File: src/rtl/cam_seq_pkg.sv
// Package: shared types for the sensor bring-up sequencer.
// Assumes: nothing beyond IEEE 1800-2017.
package cam_seq_pkg;

    // Sequencer states, listed in the order they are visited.
    typedef enum logic [2:0] {
        ST_CLK_ON    = 3'd0,
        ST_RST_HOLD  = 3'd1,
        ST_POST_WAIT = 3'd2,
        ST_ID_READ   = 3'd3,
        ST_CHECK     = 3'd4,
        ST_DONE      = 3'd5,
        ST_ERROR     = 3'd6
    } seq_state_t;

    // Defaults: 3 ms at a 50 MHz block clock.
    localparam int unsigned DEF_HOLD_CYCLES = 150_000;
    localparam int unsigned DEF_WAIT_CYCLES = 150_000;

endpackage

File: src/rtl/cam_delay_timer.sv
// Module: cam_delay_timer
// Counts cycles while 'run' is high and flags the final cycle of a
// LIMIT-cycle interval. After that point the count saturates, so 'expired'
// stays high for as long as 'run' remains high.
// Assumes: LIMIT >= 1. Dropping 'run' clears the count for the next use.
module cam_delay_timer #(
    parameter int unsigned LIMIT = 150_000
) (
    input  logic clk,
    input  logic rst_n,
    input  logic run,
    output logic expired
);
    localparam int unsigned CW = (LIMIT < 2) ? 1 : $clog2(LIMIT);
    localparam logic [CW-1:0] LAST = CW'(LIMIT - 1);

    logic [CW-1:0] cnt_q;

    // Count up while running, saturate at the last cycle, clear when idle.
    always_ff @(posedge clk) begin
        if (!rst_n || !run) begin
            cnt_q <= '0;
        end else if (cnt_q != LAST) begin
            cnt_q <= cnt_q + 1'b1;
        end
    end

    // The interval is complete in its LIMIT-th running cycle.
    assign expired = run && (cnt_q == LAST);

    // Once expired, the flag persists until the run request is withdrawn.
    assert_sat_R3: assert property (@(posedge clk) disable iff (!rst_n)
        expired |=> (!run || expired));

endmodule

File: src/rtl/cam_id_compare.sv
// Module: cam_id_compare
// Captures the byte returned by the bus master on 'capture' and compares the
// held byte with the expected identity value.
// Assumes: 'capture' is high only in the cycle where the read data is valid.
module cam_id_compare #(
    parameter logic [7:0] EXPECT = 8'h26
) (
    input  logic       clk,
    input  logic       rst_n,
    input  logic       capture,
    input  logic [7:0] rdata,
    output logic       id_equal
);
    logic [7:0] byte_q;

    // Hold the returned byte until the next capture or reset.
    always_ff @(posedge clk) begin
        if (!rst_n) begin
            byte_q <= '0;
        end else if (capture) begin
            byte_q <= rdata;
        end
    end

    // Compare the held byte with the expected identity.
    assign id_equal = (byte_q == EXPECT);

endmodule

File: src/rtl/cam_seq_fsm.sv
// Module: cam_seq_fsm
// Control state machine. It enables the sensor clock, holds and then releases
// the sensor reset, waits, issues one read request, and turns the outcome
// into sticky status flags.
// Assumes: timers report expiry while their run input is high. The bus master
// pulses 'bus_done' for one cycle, with 'bus_nack' valid in that same cycle.
module cam_seq_fsm
    import cam_seq_pkg::*;
(
    input  logic clk,
    input  logic rst_n,
    input  logic hold_expired,
    input  logic wait_expired,
    input  logic bus_busy,
    input  logic bus_done,
    input  logic bus_nack,
    input  logic id_equal,
    output logic hold_run,
    output logic wait_run,
    output logic capture,
    output logic sensor_rst_n,
    output logic sensor_clk_en,
    output logic bus_start,
    output logic seq_done,
    output logic id_match,
    output logic id_mismatch,
    output logic seq_error
);
    seq_state_t state_q, state_d;
    logic clk_en_q, srst_q, start_q, done_q, match_q, mism_q, err_q;

    // Next-state selection. Each state moves forward only on its own event.
    always_comb begin
        state_d = state_q;
        unique case (state_q)
            ST_CLK_ON:    state_d = ST_RST_HOLD;
            ST_RST_HOLD:  if (hold_expired) state_d = ST_POST_WAIT;
            ST_POST_WAIT: if (wait_expired && !bus_busy) state_d = ST_ID_READ;
            ST_ID_READ:   if (bus_done) state_d = bus_nack ? ST_ERROR : ST_CHECK;
            ST_CHECK:     state_d = ST_DONE;
            ST_DONE:      state_d = ST_DONE;
            ST_ERROR:     state_d = ST_ERROR;
            default:      state_d = ST_CLK_ON;
        endcase
    end

    // State register and registered outputs, all set on state transitions.
    always_ff @(posedge clk) begin
        if (!rst_n) begin
            state_q  <= ST_CLK_ON;
            clk_en_q <= 1'b0;
            srst_q   <= 1'b0;
            start_q  <= 1'b0;
            done_q   <= 1'b0;
            match_q  <= 1'b0;
            mism_q   <= 1'b0;
            err_q    <= 1'b0;
        end else begin
            state_q <= state_d;
            start_q <= 1'b0;
            case (state_q)
                ST_CLK_ON:    clk_en_q <= 1'b1;
                ST_RST_HOLD:  if (hold_expired) srst_q <= 1'b1;
                ST_POST_WAIT: if (wait_expired && !bus_busy) start_q <= 1'b1;
                ST_ID_READ:   if (bus_done && bus_nack) err_q <= 1'b1;
                ST_CHECK: begin
                    done_q  <= 1'b1;
                    match_q <= id_equal;
                    mism_q  <= !id_equal;
                end
                default: ;
            endcase
        end
    end

    // Timer run requests and the capture strobe for the returned byte.
    assign hold_run = (state_q == ST_RST_HOLD);
    assign wait_run = (state_q == ST_POST_WAIT);
    assign capture  = (state_q == ST_ID_READ) && bus_done && !bus_nack;

    assign sensor_clk_en = clk_en_q;
    assign sensor_rst_n  = srst_q;
    assign bus_start     = start_q;
    assign seq_done      = done_q;
    assign id_match      = match_q;
    assign id_mismatch   = mism_q;
    assign seq_error     = err_q;

    assert_clk_sticky_R2: assert property (@(posedge clk) disable iff (!rst_n)
        clk_en_q |=> clk_en_q);
    assert_release_clocked_R3: assert property (@(posedge clk) disable iff (!rst_n)
        $rose(srst_q) |-> clk_en_q);
    assert_start_released_R4: assert property (@(posedge clk) disable iff (!rst_n)
        start_q |-> srst_q);
    assert_start_pulse_R4: assert property (@(posedge clk) disable iff (!rst_n)
        start_q |=> !start_q);
    assert_start_not_busy_R5: assert property (@(posedge clk) disable iff (!rst_n)
        start_q |-> !$past(bus_busy));
    assert_flag_exclusive_R8: assert property (@(posedge clk) disable iff (!rst_n)
        !(match_q && mism_q));
    assert_error_sticky_R9: assert property (@(posedge clk) disable iff (!rst_n)
        err_q |=> (err_q && !done_q));
    assert_done_sticky_R11: assert property (@(posedge clk) disable iff (!rst_n)
        done_q |=> (done_q && !start_q));

endmodule

File: src/rtl/cam_bringup_seq.sv
// Module: cam_bringup_seq (top)
// Sensor power-up sequencer. It enables the sensor clock, holds the sensor in
// reset for HOLD_CYCLES, waits WAIT_CYCLES, reads one identity register
// through an external serial bus master, and reports the result.
// Assumes: one clock domain shared with the bus master handshake. The bus
// master applies the read/write flag to the device address byte itself.
module cam_bringup_seq
    import cam_seq_pkg::*;
#(
    parameter int unsigned HOLD_CYCLES = DEF_HOLD_CYCLES,
    parameter int unsigned WAIT_CYCLES = DEF_WAIT_CYCLES,
    parameter logic [7:0]  ID_DEVICE   = 8'h60,
    parameter logic [7:0]  ID_REGISTER = 8'h0A,
    parameter logic [7:0]  ID_EXPECT   = 8'h26
) (
    input  logic       clk,
    input  logic       rst_n,
    output logic       sensor_rst_n,
    output logic       sensor_clk_en,
    output logic       bus_start,
    output logic       bus_rd,
    output logic [7:0] bus_dev_id,
    output logic [7:0] bus_reg_addr,
    output logic [7:0] bus_wdata,
    input  logic       bus_busy,
    input  logic       bus_done,
    input  logic       bus_nack,
    input  logic [7:0] bus_rdata,
    output logic       seq_done,
    output logic       id_match,
    output logic       id_mismatch,
    output logic       seq_error
);
    logic hold_run, wait_run, hold_expired, wait_expired;
    logic capture, id_equal;

    // Fixed request fields for the identity read.
    assign bus_rd       = 1'b1;
    assign bus_dev_id   = ID_DEVICE;
    assign bus_reg_addr = ID_REGISTER;
    assign bus_wdata    = 8'h00;

    cam_delay_timer #(.LIMIT(HOLD_CYCLES)) u_hold_timer (
        .clk     (clk),
        .rst_n   (rst_n),
        .run     (hold_run),
        .expired (hold_expired)
    );

    cam_delay_timer #(.LIMIT(WAIT_CYCLES)) u_wait_timer (
        .clk     (clk),
        .rst_n   (rst_n),
        .run     (wait_run),
        .expired (wait_expired)
    );

    cam_id_compare #(.EXPECT(ID_EXPECT)) u_id_compare (
        .clk      (clk),
        .rst_n    (rst_n),
        .capture  (capture),
        .rdata    (bus_rdata),
        .id_equal (id_equal)
    );

    cam_seq_fsm u_fsm (
        .clk           (clk),
        .rst_n         (rst_n),
        .hold_expired  (hold_expired),
        .wait_expired  (wait_expired),
        .bus_busy      (bus_busy),
        .bus_done      (bus_done),
        .bus_nack      (bus_nack),
        .id_equal      (id_equal),
        .hold_run      (hold_run),
        .wait_run      (wait_run),
        .capture       (capture),
        .sensor_rst_n  (sensor_rst_n),
        .sensor_clk_en (sensor_clk_en),
        .bus_start     (bus_start),
        .seq_done      (seq_done),
        .id_match      (id_match),
        .id_mismatch   (id_mismatch),
        .seq_error     (seq_error)
    );

endmodule

File: config.mk
export PLATFORM = sky130hd
export DESIGN_NAME = cam_bringup_seq
export DESIGN_NICKNAME = d
export VERILOG_FILES = /design/src/rtl/cam_seq_pkg.sv /design/src/rtl/cam_delay_timer.sv /design/src/rtl/cam_id_compare.sv /design/src/rtl/cam_seq_fsm.sv /design/src/rtl/cam_bringup_seq.sv
export SDC_FILE = /design/constraint.sdc
export NUM_CORES = 1
export LEC_CHECK = 0
export BUFFER_PORTS_ARGS = -buffer_cell sky130_fd_sc_hd__buf_4
export CORE_MARGIN = 5
export CORE_UTILIZATION = 50
export CTS_CLUSTER_DIAMETER = 80
export DETAILED_ROUTE_END_ITERATION = 12
export PLACE_DENSITY = 0.7
export SLEW_MARGIN = 25
export SYNTH_ARGS = -nofsm -noshare
export SYNTH_HDL_FRONTEND = slang
export SYNTH_SLANG_ARGS = --single-unit
File: constraint.sdc
create_clock -name clk -period 2.9 [get_ports clk]
set_input_delay 0.435 -clock clk [delete_from_list [all_inputs] [get_ports clk]]
set_output_delay 0.435 -clock clk [all_outputs]
set_load 0.01 [all_outputs]
======== Yosys cells after proc, flatten, opt, wreduce, memory -nomap -nowiden ========
Cells that the tools add are included.
cells by class
  muxes and demuxes ....................... 6
  add/sub/neg operators ................... 2
  eq/ne operators ......................... 14
  reduce and logical (&&, ||, !) cells .... 20
operators by type and width
  cell                     number
  $add A18 B1 Y18 const B  2
  $eq A18 B18 Y1 const B   2
  $ne A18 B18 Y1 const B   2
  $pmux W3 S6              1
  $eq A3 B3 Y1 const B     3
  $mux W3                  3
  $eq A8 B6 Y1 const B     1
  $eq A3 B2 Y1 const B     2
  $logic_and A1 B1 Y1      6
  $logic_not A1 Y1         6
  $reduce_and A2 Y1        3
  $ne A2 B2 Y1 const B     2
  $eq A3 B1 Y1 const B     1
  $logic_not A3 Y1         1
  $reduce_and A3 Y1        1
  $logic_or A1 B1 Y1       2
  $mux W2                  1
  $ne A2 B1 Y1 const B     1
  $reduce_or A2 Y1         1
  $mux W1                  1
word-level totals
  register bits ........................... 54
  word-level logic and storage cells ...... 53
  output and inout port bits .............. 32
  input port bits ......................... 13

======== Depth between registers and ports, before layout ========
Gate-level depths: netlist of run 1.
  depth in word-level cells ............... 5
  gate-level depth with buffers ........... 6

======== Cells and area by module ========
A second synthesis of run 1 with hierarchy kept.
unflattened totals
  cell total of the unflattened synthesis .. 293
  area total of the unflattened synthesis .. 2,683.8 um^2
by module, submodules not included
  module           cells an instance  area each (um^2)  times used
  cam_delay_timer  99                 878.3             2
  cam_seq_fsm      40                 410.4             1
  cam_id_compare   28                 321.6             1
  cam_bringup_seq  27                 195.2             1

======== Worst setup path after synthesis of run 1 ========
OpenSTA, ideal clock, no wires.
  path kind ............................... register -> register
  start point ............................. register u_wait_timer.cnt_q[9]
  end point ............................... register u_wait_timer.cnt_q[0]
  cell stages (with the launch flop) ...... 5
  clock period less this slack ............ 1,712 ps
  data required time ...................... 2,770 ps
  slack ................................... 1,188 ps
  arrival time ............................ 1,582 ps
  cell sequence ........................... dfxtp_1 > or4b_1 > or4_1 > nor3_1 > nor3_1
on the way
  longest elaborated chain between the ends .. 1
ends and longest elaborated chain
  element                   line                   RTL
  start: declaration        cam_delay_timer.sv:17  logic [CW-1:0] cnt_q;
  start signal: assignment  cam_delay_timer.sv:24  cnt_q <= cnt_q + 1'b1;
  $ne A18 B18 Y1            cam_delay_timer.sv:23  end else if (cnt_q != LAST) begin
No other way between the ends.
A chain may end at the register's enable or synchronous reset.

======== Worst setup path after layout of run 1 ========
  start point ............................. register u_wait_timer.cnt_q[0]
  end point ............................... register u_wait_timer.cnt_q[14]
on the way
  longest elaborated chain between the ends .. 1
  elaborated cells between the ends (all ways) .. 2
  those cells by class .................... add/sub: 1; eq/ne: 1
ends and longest elaborated chain
  element                                            line
  $add A18 B1 Y18 or $ne A18 B18 Y1 (tied branches)  cam_delay_timer.sv:24, cam_delay_timer.sv:23
Parallel ways exist; a longest one is shown, timed or not.

==> run metrics, run 1 <==
status finished, final reports clean; Clk Latency, worst-skew pair 300 ps; Crit path max-delay family simple AND/OR/NAND/NOR gates; post-synthesis compound-gate area fraction 10.8%; clk buf depth 2; hold_buf cts 0; slowest stage delay, CP 610 ps; pwr dens 417 nW/um2; global-route wire length before repair 8670 um; worst-margin pin slew 798 ps; chip height 83.6 um; Setup-failing EPs final 0; Buf/Inv on CP 0; Post-synth EDFFs 0; crit path max fanout 6; WP data arrival 2120 ps; Worst Hold Class in2reg; CTS buffer count 5; Worst setup SP type register; clock skew 7.56 ps; Final Cycle Share 66.1%; Yosys reg bits 54; xor and xnor area share after synthesis 5.50%; largest net degree at the start of global routing 23; simple-gate share of the synthesized area 30.4%; Main synth FF type dfxtp_1; Crit. End Element register; Filler Cell Count 482; DRC Markers 0; Max-slew headroom 46.5%; Starting DRT DRC Count 90; post-DP HPWL 3580 um; Pwr Total 1200 uW; Post-CTS Setup Inserts 0; min Tclk post-route 1920 ps; Die Area 6980 um2; critical path required time 3100 ps; # diodes 0; sequential fraction of the synthesis area 40.0%; vias in the first global route 1913; DRT antenna net count 0; max_cap viols 0; Hold Vio Cnt, Final 0; TritonCTS clock tree yes; core footprint 5170 um2; routed vias 2099; multiplexer share of the synthesized area 2.96%; total global-route track usage 14.6%; area used by multi-input combinational logic 1460 um2; fin. max-slew vios 0; Core Util, Final 55.8%; most frequent cells in the layout dfxtp_1 (54), nor2_1 (25), conb_1 (25); Final GP Congestion 0.797; H-tree Lvls 2; die width 83.6 um; Leak 0.000973 uW; mapped cell area 2710 um2; Clock Pin Slew Worst Setup and Hold Paths 90 ps; vias per std cell 5.35; fraction of registers with async set/reset 0%; hold_ws 339 ps; P&R area growth vs syn 6.71%; PortBufs 19; Post-Syn Area per Cell 8.78 um2; IO Count 45; final setup TNS 0 ps; unique cell type count in the Yosys netlist 50; Congestion Overflow GR 0; initial antenna violation count 0; Slowest-stage cell, CP nor4_1; RSZ-0062 raised after global routing no; largest family of logic cells by synthesized area simple AND/OR/NAND/NOR gates; layout cells sized above 1 12.1%; Setup Crit Path Kind reg2reg; crit-path cells ha_1 > nand3_1 > nor4_1 > a21oi_1 > a31o_2; Post-Syn Instances 308; WL/cell 12.7 um; Adder-Cell Fraction of Synth Area 0.925%; Final Net Count 338; total wire length 4970 um; CTS sink count 54; achievable frequency 521 MHz; Pre-antenna DRT Iters 4; YS warnings 0; commonest non-fill, non-tap cell in the layout dfxtp_1; Row Count 26; Register Area 1080 um2; Initial Util 52.3%; maximum vdd drop 0.313 mV; post-CTS sizing 0; root buf cell clkbuf_8
[area by class of cell]
class	count	share of cell area, %
Tap cell	70	3.03
Inverter	4	0.520
Timing Repair Buffer	21	5.46
Clock buffer	6	2.86
Sequential cell	54	37.5
Multi-Input combinational cell	237	50.7
[report_power, final]
| group | leakage, uW | switching [uW] | total (uW) | internal (uW) |
|---|---|---|---|---|
| clock network | 0.0000431 | 222 | 406 | 185 |
| registers | 0.000436 | 3.69 | 747 | 744 |
| logic | 0.000494 | 30.8 | 50.3 | 19.5 |
[cell usage after synthesis (3+ instances only)]
library cell,count,area share [%]
a31oi_1,5,1.2
or3_1,5,1.2
nor3_1,12,2.2
and3_1,6,1.4
clkbuf_1,8,1.1
nor2b_1,12,2.8
inv_1,4,0.55
and4_1,3,0.97
dfxtp_1,54,40
mux2i_1,8,3.0
nand4_1,12,2.8
nand2b_1,4,0.92
buf_2,3,0.55
buf_4,25,6.9
xnor2_1,12,3.9
nand2_1,17,2.4
nand3_1,14,2.6
a21oi_1,11,2.0
xor2_1,5,1.6
nor2_1,25,3.5
nor4_1,6,1.4
o21ai_0,11,2.0
nor4b_1,5,1.6
[routing by layer]
layer	track usage (%)	part of all wire, %	vias to the layer above	wire length [um]
met1	20.0	49	970	2430
met4	4.82	0.90	0	45
met3	3.85	3.9	4	194
met5	0	0	-	0
met2	22.3	46	30	2300
li1	-	-	1095	-
[stage by stage]
stage | instance area [um2] | std cells | worst slack, ps
2_1_floorplan | 2790 | 331 | 1190
3_3_place_gp | 2800 | 386 | 1090
3_5_place_dp | 2800 | 386 | 1030
4_1_cts | 2890 | 392 | 1010
5_1_grt | 2890 | 392 | 792
6_report | 2890 | 392 | 982
[registers in the layout, summed over array words and instances (netlist names)]
signal	flops
u_hold_timer.cnt_q	18
u_fsm.id_match	1
u_id_compare.byte_q	8
u_fsm.seq_done	1
u_fsm.bus_start	1
u_fsm.state_q	3
u_fsm.id_mismatch	1
u_fsm.seq_error	1
u_fsm.sensor_rst_n	1
u_fsm.sensor_clk_en	1
u_wait_timer.cnt_q	18
[cell families after synthesis]
| logic type | after synthesis |
|---|---|
| buffers and inverters | 40 |
| AOI/OAI and AO/OA | 45 |
| adders and majority gates | 2 |
| and+or+nand+nor | 140 |
| other | 2 |
| muxes | 8 |
| xor gates and xnor gates | 17 |
| DFF | 54 |
[path summary, 6_finish.rpt]
| check | to | cells after the start | startpoint | slack [ps] |
|---|---|---|---|---|
| worst max-delay path | u_wait_timer.cnt_q[14] | 5 | u_wait_timer.cnt_q[0] | 980 |
| worst min register to register | u_fsm.sensor_clk_en | 1 | u_fsm.sensor_clk_en | 490 |
| worst max register to register | u_wait_timer.cnt_q[14] | 5 | u_wait_timer.cnt_q[0] | 980 |
| worst min-delay path | u_fsm.bus_start | 2 | bus_busy | 340 |
Note: power is estimated with default switching activity, not from simulation.
==> run 2: changes to the inputs <==
clock period = 1.85 ns   (was 2.9 ns; I/O delays follow)
==> run 2 against run 1 <==
Compared with the run above: sequential share of layout area shrank 1.2 points; count of clock-buffer cells in the layout is the same; combinational power grew 57%; global-route usage shrank 0.29 points; die area is the same; first-iteration DRC count shrank 26%; via count grew 2.4%; critical path type unchanged.
==> run metrics, run 2 (synthesis results as in run 1) <==
vias per std cell 5.32; hold_sp bus_busy; Slowest-stage cell, CP or4b_1; Filler Cell Count 479; Buf/Inv on CP 0; PortBufs 19; min Tclk post-route 1780 ps; achievable frequency 562 MHz; Crit. End Element register; Congestion Overflow GR 0; most frequent cells in the layout dfxtp_1 (54), buf_4 (33), nor2_1 (25), conb_1 (25), nand2_1 (17); layout cells sized above 1 15.6%; TritonCTS clock tree yes; die width 83.6 um; final worst setup slack 72.0 ps; routed vias 2149; reg-to-reg startpoint u_wait_timer.cnt_q[9]; post-DP HPWL 3660 um; global-route wire length before repair 8520 um; slowest stage delay, CP 580 ps; Logic pwr share 4.2%; Setup Crit Path Kind reg2reg; total global-route track usage 14.3%; P_sw 400 uW; fin. max-slew vios 0; Row Count 26; Die Area 6980 um2; Final Net Count 350; Clock Pin Slew Worst Setup and Hold Paths 90 ps; Setup-failing EPs final 0; H-tree Lvls 2; IO Count 45; Initial Util 52.3%; critical path required time 2040 ps; pre-CTS WS 34.1 ps; commonest non-fill, non-tap cell in the layout dfxtp_1; maximum vdd drop 0.433 mV; sequential fraction of design power 62.1%; WP data arrival 1970 ps; Starting DRT DRC Count 67; Leak 0.00104 uW; Final GP Congestion 0.839; Crit path max-delay family simple AND/OR/NAND/NOR gates; DRC Markers 0; clk buf depth 2; CTS sink count 54; hold_ws 162 ps; chip height 83.6 um; final setup TNS 0 ps; most frequent CP cell nor3_1; Final Cycle Share 96.1%; Clk Latency, worst-skew pair 300 ps; Worst setup startpoint u_wait_timer.cnt_q[9]; Sw Ratio 21.2%; crit-path cells or4b_1 > or4_1 > nor3_1 > nor3_1; # diodes 0; WL/cell 12.3 um; DRT antenna net count 0; Hold Vio Cnt, Final 0; top flop regs u_hold_timer.cnt_q: 18 flops, u_wait_timer.cnt_q: 18 flops, u_id_compare.byte_q: 8 flops; max_cap viols 0; CTS buffer count 5; total wire length 4970 um; Worst setup SP type register; clock power share 33.7%; largest net degree at the start of global routing 23; vias in the first global route 1909; RSZ-0062 raised after global routing no; reg-to-reg setup timing slack 70 ps; crit path max fanout 4; root buf cell clkbuf_8; Worst Hold Class in2reg; clock skew 6.77 ps; core footprint 5170 um2; Pre-antenna DRT Iters 4; Core Util, Final 57.6%; Pint 1490 uW; pwr dens 633 nW/um2; P&R area growth vs syn 10.2%; initial antenna violation count 0; status finished, final reports clean
-- run 2: repair_timing --
action / in CTS / in global routing
resized for setup: 0 / 1
setup endpoints to repair: 0 / 3
hold buffers: 0 / 0
buffers inserted: 0 / 0
-- run 2: per-stage QoR --
step	cells	power, uW	area [um2]
6_report	404	1890	2980
5_1_grt	404	1970	2980
4_1_cts	404	1910	2980
3_5_place_dp	398	1280	2890
3_3_place_gp	398	1280	2890
2_1_floorplan	331	1290	2790
-- run 2: path summary, 6_finish.rpt --
kind	endpoint	cells after the start
hold / removal	u_fsm.bus_start	2
setup / recovery	u_wait_timer.cnt_q[0]	4
setup reg to reg	u_wait_timer.cnt_q[0]	4
hold reg to reg	u_fsm.seq_done	1
-- run 2: power by group through the flow --
| stage | Clock [uW] | Sequential [uW] | Combinational (uW) |
|---|---|---|---|
| finish | 635 | 1170 | 79.0 |
| global route | 710 | 1170 | 87.5 |
| CTS | 662 | 1170 | 78.2 |
| detailed placement | 0 | 1200 | 77.9 |
| global placement | 0 | 1200 | 77.2 |
| floorplan | 0 | 1200 | 89.6 |
-- run 2: cell type report --
cell class	count	area (um2)	share of cell area, %
inverter	4	15.0	0.504
clock buffer	6	82.6	2.77
tap	70	87.6	2.94
sequential	54	1080	36.3
multi-input combinational	237	1470	49.2
timing repair buffer	33	248	8.31
-- run 2: worst reg2reg max path, stage by stage, from the launching register on --
cell     delay [ps]
dfxtp_1         350
or4b_1          580
or4_1           520
nor3_1          150
nor3_1           70
-- run 2: metal layers --
metal / global-route usage, % / wire length (um)
met4: 5.41 / 59
met3: 3.65 / 257
met2: 22.2 / 2250
met5: 0 / 0
met1: 19.1 / 2400
==> run 3: changes to the inputs <==
clock period = 1.9 ns   (was 1.85 ns; I/O delays follow)
==> run 3 against run 2 <==
Compared with the run above: final cell count decreased by 0.25%; utilization grew 0.24 points; register-to-register slack better by 20 ps; fmax is 1.6% lower; clock power up 22%; sequential power about the same; first-iteration DRC count is 42% higher; worst hold slack worse by 7.1 ps; global-route usage rose by 0.56 points; critical path depth unchanged; combinational power fell by 2.9%; highest routed layer unchanged.
==> run metrics, run 3 (synthesis results as in run 1) <==
layout cells sized above 1 15.3%; global-route wire length before repair 8780 um; routed vias 2166; crit path max fanout 4; Pre-antenna DRT Iters 4; status finished, final reports clean; Clk Latency, worst-skew pair 310 ps; chip height 83.6 um; P&R area growth vs syn 10.6%; Setup Crit Path Kind reg2reg; Placed Instances 395; IO Count 45; reg-to-reg setup timing slack 90 ps; post-CTS sizing 0; fin. max-slew vios 0; Initial Util 52.3%; Post-CTS Setup Inserts 0; hold_sp bus_busy; die width 83.6 um; Hold Vio Cnt, Final 0; Crit. End Element register; max_cap viols 0; Worst Hold Class in2reg; reg-to-reg endpoint u_wait_timer.cnt_q[0]; Starting DRT DRC Count 95; vias in the first global route 1908; TritonCTS clock tree yes; Row Count 26; top flop regs u_hold_timer.cnt_q: 18 flops, u_wait_timer.cnt_q: 18 flops, u_id_compare.byte_q: 8 flops; Clock Pin Slew Worst Setup and Hold Paths 100 ps; min Tclk post-route 1810 ps; hold path cells 2; Die Area 6980 um2; clock skew 13.7 ps; DRC Markers 0; final setup TNS 0 ps; total wire length 5180 um; core footprint 5170 um2; PortBufs 19; # diodes 0; total global-route track usage 14.9%; commonest non-fill, non-tap cell in the layout dfxtp_1; critical path required time 2110 ps; R2R cell count 4; Leak 0.00103 uW; Final Cycle Share 95.1%; CTS buffer count 5; RSZ-0062 raised after global routing no; Setup-failing EPs final 0; clk buf depth 2; vias per std cell 5.37; WP data arrival 2020 ps; post-DP HPWL 3730 um; Non-Filler Instances 403; largest net degree at the start of global routing 23; WHS Endpoint u_fsm.bus_start; final worst setup slack 93.4 ps; Worst setup startpoint u_wait_timer.cnt_q[9]; Congestion Overflow GR 0; pre-CTS WS 95.7 ps; DRT antenna net count 0; pwr dens 665 nW/um2; most frequent cells in the layout dfxtp_1 (54), buf_4 (30), nor2_1 (25), conb_1 (25), nand2_1 (17); Final GP Congestion 0.814; maximum vdd drop 0.475 mV; Final Net Count 347; achievable frequency 554 MHz; Worst setup SP type register; CTS sink count 54; hold_buf cts 0; H-tree Lvls 2; initial antenna violation count 0; WL/cell 12.9 um; reg-to-reg startpoint u_wait_timer.cnt_q[9]; root buf cell clkbuf_8
run 3: final cells by class:
type                            instances  area, um2
Fill cell                             488       2180
Multi-Input combinational cell        237       1470
Sequential cell                        54       1080
Timing Repair Buffer                   30        225
Tap cell                               70       87.6
Clock buffer                            6       72.6
Clock inverter                          2       37.5
Inverter                                4       15.0
run 3: worst max path at each step:
| stage | to | slack (ps) | cells past startpoint |
|---|---|---|---|
| final | u_wait_timer.cnt_q[0] | 90 | 4 |
| after global routing | u_wait_timer.cnt_q[14] | 10 | 6 |
| after CTS | u_hold_timer.cnt_q[17] | 80 | 4 |
| after detailed placement | u_hold_timer.cnt_q[17] | 100 | 4 |
| after global placement | u_hold_timer.cnt_q[15] | 150 | 4 |
| after floorplan | u_wait_timer.cnt_q[0] | 190 | 4 |
run 3: where the power goes:
group          leakage (uW)  internal (uW)  switching (uW)
sequential         0.000436           1140            5.42
clock             0.0000514            394             378
combinational      0.000542           29.8            46.9
total               0.00103           1560             431
run 3: metrics by stage:
step                area (um2)  power [uW]  hold WS [ps]  util, %
floorplan                 2790        1250           364        -
global placement          2870        1240           456     55.5
detailed placement        2870        1240           460     55.5
CTS                       2980        2010           141     57.6
global route              2990        2070           130     57.9
finish                    2990        1990           154     57.9
run 3: layer usage:
| metal | vias up | part of all wire, % | global-route usage [%] |
|---|---|---|---|
| li1 | 1119 | - | - |
| met2 | 35 | 46 | 23.0 |
| met4 | 0 | 1.0 | 4.82 |
| met1 | 1008 | 48 | 20.3 |
| met3 | 4 | 4.5 | 3.65 |
| met5 | - | 0 | 0 |
run 3: worst max-delay path, cell delays in order, from the launching register on:
cell and delay [ps]:
dfxtp_1 350, or4b_1 590, or4_1 530, nor3_1 170, nor3_1 70
